[src/rtl/lpage_xlate.sv]
module lpage_xlate #(
  parameter int LIN_W    = 32,
  parameter int PHYS_W   = 36,
  parameter int OFF_W    = 22,
  parameter int CR_W     = 32,
  parameter int PG_BIT   = 31,
  parameter int LPG_BIT  = 4,
  parameter int EXT_BIT  = 5,
  parameter int PRES_BIT = 0,
  parameter int SIZE_BIT = 7,
  parameter int HI_LSB   = 13
) (
  input  logic              clk,
  input  logic              rst_n,
  input  logic [CR_W-1:0]   cr0_i,
  input  logic [CR_W-1:0]   cr4_i,
  input  logic [LIN_W-1:0]  dir_base_i,
  input  logic              req_valid_i,
  output logic              req_ready_o,
  input  logic [LIN_W-1:0]  req_lin_i,
  output logic              mem_req_valid_o,
  input  logic              mem_req_ready_i,
  output logic [LIN_W-1:0]  mem_req_addr_o,
  input  logic              mem_rsp_valid_i,
  input  logic [LIN_W-1:0]  mem_rsp_data_i,
  output logic              rsp_valid_o,
  input  logic              rsp_ready_i,
  output logic [PHYS_W-1:0] rsp_phys_o,
  output logic              rsp_fault_o,
  output logic              rsp_cfg_err_o,
  output logic [LIN_W-1:0]  rsp_lin_o
);

  localparam int IDX_W = LIN_W - OFF_W;
  localparam int HI_W  = PHYS_W - LIN_W;
  localparam int PAD_W = LIN_W - IDX_W - 2;

  typedef enum logic [1:0] {S_IDLE, S_REQ, S_WAIT, S_DONE} st_t;

  st_t               st_q;
  logic [LIN_W-1:0]  lin_q, dir_q;
  logic [PHYS_W-1:0] phys_q;
  logic              fault_q, cfg_q;

  logic pg_on, mode_ok, ent_ok, accept;
  logic spare_unused;

  assign pg_on   = cr0_i[PG_BIT];
  assign mode_ok = cr4_i[LPG_BIT] & ~cr4_i[EXT_BIT];
  assign ent_ok  = mem_rsp_data_i[PRES_BIT] & mem_rsp_data_i[SIZE_BIT];
  assign accept  = req_valid_i & req_ready_o;
  assign spare_unused = ^{cr0_i, cr4_i, mem_rsp_data_i};

  assign req_ready_o     = (st_q == S_IDLE);
  assign mem_req_valid_o = (st_q == S_REQ);
  assign mem_req_addr_o  = dir_q + {{PAD_W{1'b0}}, lin_q[LIN_W-1 -: IDX_W], 2'b00};
  assign rsp_valid_o     = (st_q == S_DONE);
  assign rsp_phys_o      = phys_q;
  assign rsp_fault_o     = fault_q;
  assign rsp_cfg_err_o   = cfg_q;
  assign rsp_lin_o       = lin_q;

  always_ff @(posedge clk) begin
    if (!rst_n) begin
      st_q    <= S_IDLE;
      lin_q   <= '0;
      dir_q   <= '0;
      phys_q  <= '0;
      fault_q <= 1'b0;
      cfg_q   <= 1'b0;
    end else begin
      unique case (st_q)
        S_IDLE: if (accept) begin
          lin_q   <= req_lin_i;
          dir_q   <= dir_base_i;
          phys_q  <= '0;
          fault_q <= 1'b0;
          cfg_q   <= 1'b0;
          if (!pg_on) begin
            phys_q <= {{HI_W{1'b0}}, req_lin_i};
            st_q   <= S_DONE;
          end else if (mode_ok) begin
            st_q <= S_REQ;
          end else begin
            cfg_q <= 1'b1;
            st_q  <= S_DONE;
          end
        end
        S_REQ: if (mem_req_ready_i) st_q <= S_WAIT;
        S_WAIT: if (mem_rsp_valid_i) begin
          if (ent_ok)
            phys_q <= {mem_rsp_data_i[HI_LSB +: HI_W],
                       mem_rsp_data_i[LIN_W-1 -: IDX_W],
                       lin_q[OFF_W-1:0]};
          else
            fault_q <= 1'b1;
          st_q <= S_DONE;
        end
        S_DONE: if (rsp_ready_i) st_q <= S_IDLE;
        default: st_q <= S_IDLE;
      endcase
    end
  end

endmodule

[config.mk]
export PLATFORM = sky130hd
export DESIGN_NAME = lpage_xlate
export DESIGN_NICKNAME = d
export VERILOG_FILES = /design/src/rtl/lpage_xlate.sv
export SDC_FILE = /design/constraint.sdc
export NUM_CORES = 1
export LEC_CHECK = 0
export BUFFER_PORTS_ARGS = -buffer_cell sky130_fd_sc_hd__buf_2
export CAP_MARGIN = 25
export CORE_MARGIN = 3
export CORE_UTILIZATION = 46
export CTS_CLUSTER_SIZE = 16
export DETAILED_ROUTE_END_ITERATION = 6
export PLACE_DENSITY = 0.91
export SLEW_MARGIN = 10
export SYNTH_ARGS = -nofsm -noshare
export SYNTH_HDL_FRONTEND = slang
export SYNTH_SLANG_ARGS = --single-unit
[constraint.sdc]
create_clock -name clk -period 2.89 [get_ports clk]
set_clock_uncertainty 0.1 [all_clocks]
set_input_delay 0.289 -clock clk [delete_from_list [all_inputs] [get_ports clk]]
set_output_delay 0.289 -clock clk [all_outputs]
set_load 0.01 [all_outputs]
* Yosys cells after proc, flatten, opt, wreduce, memory -nomap -nowiden
Cells that the tools add are included.
Cells by class: $add $sub $neg 1, eq/ne operators 9, muxes and demuxes 18, bitwise gates (word level) 4, reduce and logical (&&, ||, !) cells 6
Operator list (count):
- $mux 36 | 3
- $pmux 36 s2 | 1
- $add 32x12->32 | 1
- $mux 32 | 1
- $mux 2 | 6
- $reduce_and 4->1 | 3
- $pmux 2 s4 | 1
- $ne 2x1->1 const B | 3
- $ne 2x2->1 const B | 3
- $mux 1 | 5
- $eq 2x2->1 const B | 2
- $and 1x1->1 | 3
- $eq 2x1->1 const B | 1
- $logic_not 2->1 | 1
- $pmux 1 s2 | 1
- $reduce_and 2->1 | 1
- $reduce_bool 2->1 | 1
- $not 1->1 | 1
Word-level totals: register bits after elaboration 104, input bits 166, output and inout bits 105, logic and storage cells 44

* Longest topological paths before layout
Gate-level depths: netlist of the first run.
depth after elaboration 6, gate-level depth with buffers 9, mapped depth without buffers 8

* Worst setup path after synthesis of the first run
OpenSTA, ideal clock, no wires.
path kind reg2out, start point reg lin_q[22] (netlist: rsp_lin_o[22]), end point out mem_req_addr_o[30], arrival time 2.037 ns, required time 2.501 ns, slack 0.464 ns, stages on the path, launching flop included 9, buffers on the path 0, path through dfxtp_1 > ha_1 > inv_1 > fa_1 > nor2b_1 > o2111ai_1 > a31oi_2 > o2111ai_1 > xnor2_1
On the way: longest elaborated chain between the ends 1
Ends and longest elaborated chain:
- start, declared | line 41 | logic [LIN_W-1:0] lin_q, dir_q;
- start signal, assigned | line 74 | lin_q <= req_lin_i;
- $add 32x12->32 | line 56 | assign mem_req_addr_o = dir_q + {{PAD_W{1'b0}}, lin_q[LIN_W-1 -: IDX_W], 2'b00};
- end, declared | line 23 | output logic [LIN_W-1:0] mem_req_addr_o,
Every way passes these cells.

* Final worst setup path of the first run
start point reg lin_q[22] (netlist: rsp_lin_o[22]), end point out mem_req_addr_o[20]
Same word-level chain as after synthesis.

==> impl_results.md, run 1 <==
* Grt peak-use layer: met2
* Hold Fails Final Rpt at 0
* Post-Layout Cell Count at 956
* Die H at 112 microns
* Nets@finish at 992
* Worst-path clk slew at 0.07 ns
* H-tree depth at 3
* First-pass GRT wire length at 23200 microns
* Count of pins over their slew limit at 0
* Worst setup EP type: output port
* Pwr Density at 875 nW/um^2
* Syn avg cell area at 8.05 sq um
* Outcome: complete, but fails checks
* Fin crit share at 101%
* IO Port Bufs at 193
* Post-Synthesis Cells at 644
* DP Cell Count at 936
* WL final at 14900 microns
* Peak VDD IR at 0.635 mV
* DRC viols at 0
* Min-Delay Path Class: input port to flip-flop
* Area grow syn2layout at 28.0%
* Post-synth top area share at 40.2%
* Met3 Resource Use GR at 7.28%
* Largest net degree at the start of global routing at 73
* Vias in the first global route at 4744
* Initial DRC Count at 504
* R2R cell count at 6
* Leak at 2.92 nW
* Min-delay src: dir_base_i[16]
* R2R Path End: dir_q[26]
* Critical path arrival at 2.52 ns
* Clock Sinks at 104
* Core Rows at 38
* Final setup vio count at 2
* Post-synth top area cell: dfxtp_1
* ANT nets after route at 0
* Synthesis Warnings at 0
* CTS tree: yes
* Crit path launch type: flip-flop
* Fillers at 931
* DPL Wire Length at 9830 microns
* Worst-Margin Slew at 0.737 ns
* Initial Util at 47.4%
* Max Clk Rate at 344 MHz
* GR Util All Layers at 22.3%
* Vias per inst at 5.48
* Sequential share of the synthesized area at 40.2%
* Most common cell after layout, fill and taps aside: buf_2
* CTS buffer count at 9
* Initial antenna violation count at 0
* Net count after synthesis at 825
* Root Buffer: clkbuf_16
* RSZ-0062 raised after global routing: yes
* Period minus WS final at 2.91 ns
* Hold buffer count at cts at 0
* WP data required at 2.50 ns
* GR Overflow Total at 0
* Number of distinct library cells after synthesis at 52
* Slew HR at 50.9%
* Die area at 12600 sq um
* Post-synth EDFFs at 0
* Ys async rst share at 0%
* Core area at 10900 sq um
* Initial DRT Pass Iterations at 5
* Synth top area cells: dfxtp_1, nand2_1, a21oi_1, a21boi_0, a211oi_1
* Hold path cells at 3
* WHS Endpoint: dir_q[16]
* Crit-path max FO at 5
* Final setup margin at -0.0190 ns
* Number of synthesized register bits at 104
* Clk Latency, worst-skew pair at 0.34 ns
* DR WL/cell at 15.6 microns
* Met1 Track Usage GR at 27.3%
* Most frequent cells in the layout: buf_2, nand2_1, dfxtp_1
* Diodes inserted at 0
* Top-Level Pins at 271
* Reg2reg setup slack at 0.83 ns
* Share of post-route cells with drive strength above 1 at 30.4%
* Max cap viols at 0
* DR vias at 5243
* Top_reg_cell synth: dfxtp_1
* Die width at 112 microns
* Placer Congestion at 0.840
* Synthesized cell area at 5180 sq um
* Worst Path Class, Setup: flip-flop to output port
* Met2 Use GR at 38.1%
* Place WS at 0.221 ns
* Failing checks: negative setup slack
* CTS max path bufs at 2
* Reg-to-reg startpoint: st_q[0]
-- worst max path at each step --
stage                   from                  to  slack (ns)  cells after the start
6_report       rsp_lin_o[22]  mem_req_addr_o[20]       -0.02                     10
5_1_grt        rsp_lin_o[22]  mem_req_addr_o[20]       -0.13                     10
4_1_cts        rsp_lin_o[22]  mem_req_addr_o[26]        0.03                     10
3_5_place_dp   rsp_lin_o[22]  mem_req_addr_o[20]        0.22                     10
3_3_place_gp   rsp_lin_o[22]  mem_req_addr_o[20]        0.30                     10
2_1_floorplan  rsp_lin_o[22]  mem_req_addr_o[30]        0.46                      8
-- synth_stat cells (3+ instances only) --
library cell    n
buf_1           7
ha_1           14
dfxtp_1       104
inv_1          11
a21oi_1        70
xnor2_1        16
nand2_1       144
buf_4           3
clkbuf_1       31
nor2b_1         6
nor2_1         45
a211oi_1       34
o21ai_1         3
o2111ai_1       6
nor3b_1        32
xor2_1         11
inv_2           3
buf_2           7
nand2b_1        4
o211ai_1        4
a21boi_0       41
nand3_1         9
-- logic make-up after synthesis --
group,count (synthesis),synth area share (%)
buf+inv,62,4.87
mux,1,0.193
fa+ha+maj,15,3.76
compound gates,182,23.8
simple gates,253,22.7
flops,104,40.2
xor+xnor,27,4.56
-- layer usage --
metal,vias up,part of all wire [%]
met5,-,0
met4,0,1.5
met3,26,8.0
met2,220,50
met1,2443,41
li1,2554,-
-- worst max-delay path, cell delays in order, from the launching register on --
cell	delay [ns]
dfxtp_4	0.38
ha_4	0.14
inv_2	0.04
fa_2	0.38
nor2b_4	0.17
o2111ai_4	0.16
a31oi_4	0.25
buf_6	0.16
o2111ai_2	0.11
xnor2_1	0.22
buf_2	0.16
-- flip-flops by register name, indices dropped and copies added, names as in the netlist --
register,cells
dir_q,32
rsp_cfg_err_o,1
rsp_fault_o,1
rsp_lin_o,32
rsp_phys_o,36
st_q,2
-- area by class of cell --
type	count	area, sq um	area share [%]
Sequential cell	104	2090	31.4
Clock inverter	6	42.5	0.641
Inverter	14	52.6	0.792
Timing Repair Buffer	204	1090	16.4
Clock buffer	10	229	3.45
Multi-Input combinational cell	478	2960	44.6
Tap cell	140	175	2.64
-- power by group --
| group | internal (mW) | switching (mW) | total [mW] |
|---|---|---|---|
| clock | 0.590 | 0.555 | 1.15 |
| sequential | 1.82 | 0.266 | 2.09 |
| combinational | 0.984 | 1.59 | 2.58 |
| total | 3.39 | 2.41 | 5.81 |
-- repair_timing --
item | in CTS | in global routing
pin swaps | 1 | 6
endpoints found under the setup margin | 10 | 15
gates cloned | 0 | 1
resized for setup | 7 | 15
buffers inserted | 1 | 2
-- per-stage QoR --
stage	hold slack (ns)	total power, mW	instance area (sq um)	setup TNS [ns]	utilization (%)
after global placement	0.342	4.57	6230	0	57.0
after detailed placement	0.348	4.65	6230	0	57.0
after floorplan	0.325	3.77	5180	0	-
after global routing	0.0785	6.20	6640	-0.826	60.7
final	0.0841	5.81	6640	-0.0269	60.7
after CTS	0.0651	5.80	6540	0	59.8
Power figures use the tool's default switching activity.
==> run 2, diff against run 1 <==
- ABC_AREA: unset -> 1
- PLACE_DENSITY: 0.91 -> 0.9
==> run 2 against run 1 <==
Final area is 2.0% higher. Cell count up 18%. First-iteration DRC count shrank 11%. Via count is 11% higher. Fmax is 7.3% higher. The flow now finishes without violations. Sequential cell count unchanged. Combinational power is 8.1% higher. Synthesized cell count increased by 27%.
==> impl_results.md, run 2 <==
* Number of distinct library cells after synthesis at 30 (-42%)
* Post-synth top area share at 38.3% (-1.9 points)
* WP data required at 2.50 ns (about the same)
* Die area at 13200 sq um (+4.7%)
* H-tree depth at 3 (unchanged)
* Max cap viols at 0 (unchanged)
* Worst-Margin Slew at 0.714 ns (-0.0228 ns)
* Tot Pwr at 6.24 mW (+7.4%)
* Hold buffer count at cts at 0 (unchanged)
* Hold Fails Final Rpt at 0 (unchanged)
* Core Rows at 39 (+2.6%)
* RSZ-0062 raised after global routing: no
* IO Port Bufs at 193 (unchanged)
* Flip-flop count of the largest register after layout at 36 (unchanged)
* Root Buffer: clkbuf_16
* CTS max path bufs at 2 (unchanged)
* Min-delay src: dir_base_i[0]
* Share of post-route cells with drive strength above 1 at 23.7% (-6.7 points)
* Vias in the first global route at 5316 (+12%)
* Most frequent cells in the layout: nand2_1, buf_2, nor2_1
* Ys async rst share at 0% (unchanged)
* Critical path arrival at 2.32 ns (-0.20 ns)
* Reg2reg setup slack at 0.61 ns (-0.22 ns)
* Worst-path clk slew at 0.07 ns (about the same)
* Crit-path max FO at 4 (-1)
* Placer Congestion at 0.931 (+11%)
* Initial DRT Pass Iterations at 5 (unchanged)
* Top_reg_cell synth: dfxtp_1
* Die width at 115 microns (+2.3%)
* DR WL/cell at 14.0 microns (-11%)
* DPL Wire Length at 11400 microns (+16%)
* Initial DRC Count at 449 (-11%)
* Outcome: completed
* Initial antenna violation count at 0 (unchanged)
* Sequential share of the synthesized area at 38.3% (-1.9 points)
* Syn avg cell area at 6.67 sq um (-17%)
* Met2 Use GR at 39.4% (+1.4 points)
* Post-synth EDFFs at 0 (unchanged)
* Most common cell in the netlist: nand2_1
* Nets@finish at 1164 (+17%)
* Worst setup startpoint: rsp_lin_o[22]
* Peak VDD IR at 0.555 mV (-13%)
* First-pass GRT wire length at 25100 microns (+8.1%)
* Slew HR at 52.4% (+1.5 points)
* Crit path launch type: flip-flop
* Diodes inserted at 0 (unchanged)
* GR Overflow Total at 0 (unchanged)
* WHS Endpoint: dir_q[0]
* Leak at 3.50 nW (+20%)
* Post-synth top area cell: dfxtp_1
* Pwr Density at 921 nW/um^2 (+5.3%)
* R2R cell count at 10 (+4)
* Synth top area cells: dfxtp_1, nand2_1, o21ai_0, nor2_1, inv_1
* Largest net degree at the start of global routing at 55 (-25%)
* Die H at 115 microns (+2.3%)
* Worst setup EP type: output port
* Grt peak-use layer: met2
* Period minus WS final at 2.71 ns (-0.198 ns)
* CTS buffer count at 9 (unchanged)
* Setup Fix Bufs, Post-CTS at 0 (-1)
* Final setup vio count at 0 (-2)
* Fin crit share at 93.8% (-6.9 points)
* Fillers at 1072 (+15%)
* CTS tree: yes
* Initial Util at 47.5% (about the same)
* Setup TNS at 0 ns (+0.0269 ns)
* Worst Path Class, Setup: flip-flop to output port
* DR vias at 5835 (+11%)
* Area grow syn2layout at 24.4%
* Min-Delay Path Class: input port to flip-flop
* Top-Level Pins at 271 (unchanged)
* Hold path cells at 3 (unchanged)
* Synthesized cell area at 5440 sq um (+4.9%)
* DRC viols at 0 (unchanged)
* Clock Sinks at 104 (unchanged)
* ANT nets after route at 0 (unchanged)
* WL final at 15800 microns (+5.6%)
* Met1 Track Usage GR at 29.5% (+2.2 points)
* R2R Path End: rsp_phys_o[22]
* Clk Latency, worst-skew pair at 0.35 ns (about the same)
* Max Clk Rate at 369 MHz (+7.3%)
* GR Util All Layers at 23.7% (+1.4 points)
* Core area at 11500 sq um (+4.9%)
* Number of synthesized register bits at 104 (unchanged)
* Most common library cells after synthesis: nand2_1, nor2_1, o21ai_0
* Vias per inst at 5.16 (-5.9%)
* Met3 Resource Use GR at 5.84% (-1.4 points)
* Count of pins over their slew limit at 0 (unchanged)
* Synthesis Warnings at 0 (unchanged)
* Net count after synthesis at 997 (+21%)
* Post-Synthesis Cells at 816 (+27%)
* Reg-to-reg startpoint: st_q[0]
==> run 2: changes by cell type after synthesis, moves of 33 or more <==
cell      before  now
a211oi_1      34    1
a21boi_0      41    1
inv_1         11   64
nand2_1      144  194
nor2_1        45  123
o21ai_0        1  122
==> run 2: logic make-up after synthesis <==
group / after synthesis / share of synthesized area (%)
buf+inv: 112 / 8.90
xor+xnor: 12 / 1.93
simple gates: 380 / 28.4
compound gates: 193 / 18.9
fa+ha+maj: 15 / 3.59
flops: 104 / 38.3
==> run 2: cell type report <==
| type | instances | area, sq um | area share, % |
|---|---|---|---|
| Multi-Input combinational cell | 600 | 2890 | 42.7 |
| Sequential cell | 104 | 2080 | 30.8 |
| Timing Repair Buffer | 200 | 1060 | 15.6 |
| Inverter | 68 | 258 | 3.81 |
| Clock buffer | 11 | 243 | 3.59 |
| Tap cell | 143 | 179 | 2.64 |
| Clock inverter | 5 | 63.8 | 0.943 |
==> run 2: layer usage <==
metal / share of wire (%) / vias up
li1: - / 2979
met1: 43 / 2606
met2: 47 / 222
met3: 8.1 / 28
met4: 2.2 / 0
met5: 0 / -
==> run 2: how the worst max path moves through the flow <==
stage | end | slack [ns] | depth (start not counted)
floorplan | mem_req_addr_o[14] | 0.72 | 9
global placement | mem_req_addr_o[22] | 0.52 | 12
detailed placement | mem_req_addr_o[30] | 0.47 | 12
CTS | mem_req_addr_o[30] | 0.04 | 12
global route | mem_req_addr_o[18] | 0.005 | 12
finish | mem_req_addr_o[26] | 0.18 | 13
==> run 2: per-stage QoR <==
step | setup WS, ns | hold slack, ns | instances | instance area, sq um | util (%)
floorplan | 0.718 | 0.349 | 816 | 5440 | -
global placement | 0.523 | 0.353 | 1115 | 6450 | 56.3
detailed placement | 0.466 | 0.358 | 1115 | 6450 | 56.3
CTS | 0.0386 | 0.0808 | 1131 | 6760 | 58.9
global route | 0.00520 | 0.0996 | 1131 | 6770 | 59.0
finish | 0.179 | 0.0922 | 1131 | 6770 | 59.0
==> run 2: power by group <==
group	switching (mW)	internal, mW
sequential	0.316	1.86
clock	0.566	0.704
combinational	1.76	1.03
==> run 2: worst max-delay path, cell delays in order (launching register included) <==
cell and delay [ns]:
dfxtp_1 0.36, ha_1 0.22, inv_1 0.08, fa_1 0.41, inv_1 0.10, nand3_1 0.09
nand3_2 0.12, nand2_1 0.07, nand3_1 0.15, nand2_1 0.10, nand2_1 0.07, nand2_1 0.05
nand2_1 0.04, buf_2 0.12
==> run 2: timing repair <==
item                                   4_1_cts  5_1_grt
resized for setup                            0        2
endpoints found under the hold margin        0        0
setup endpoints to repair                    0        5
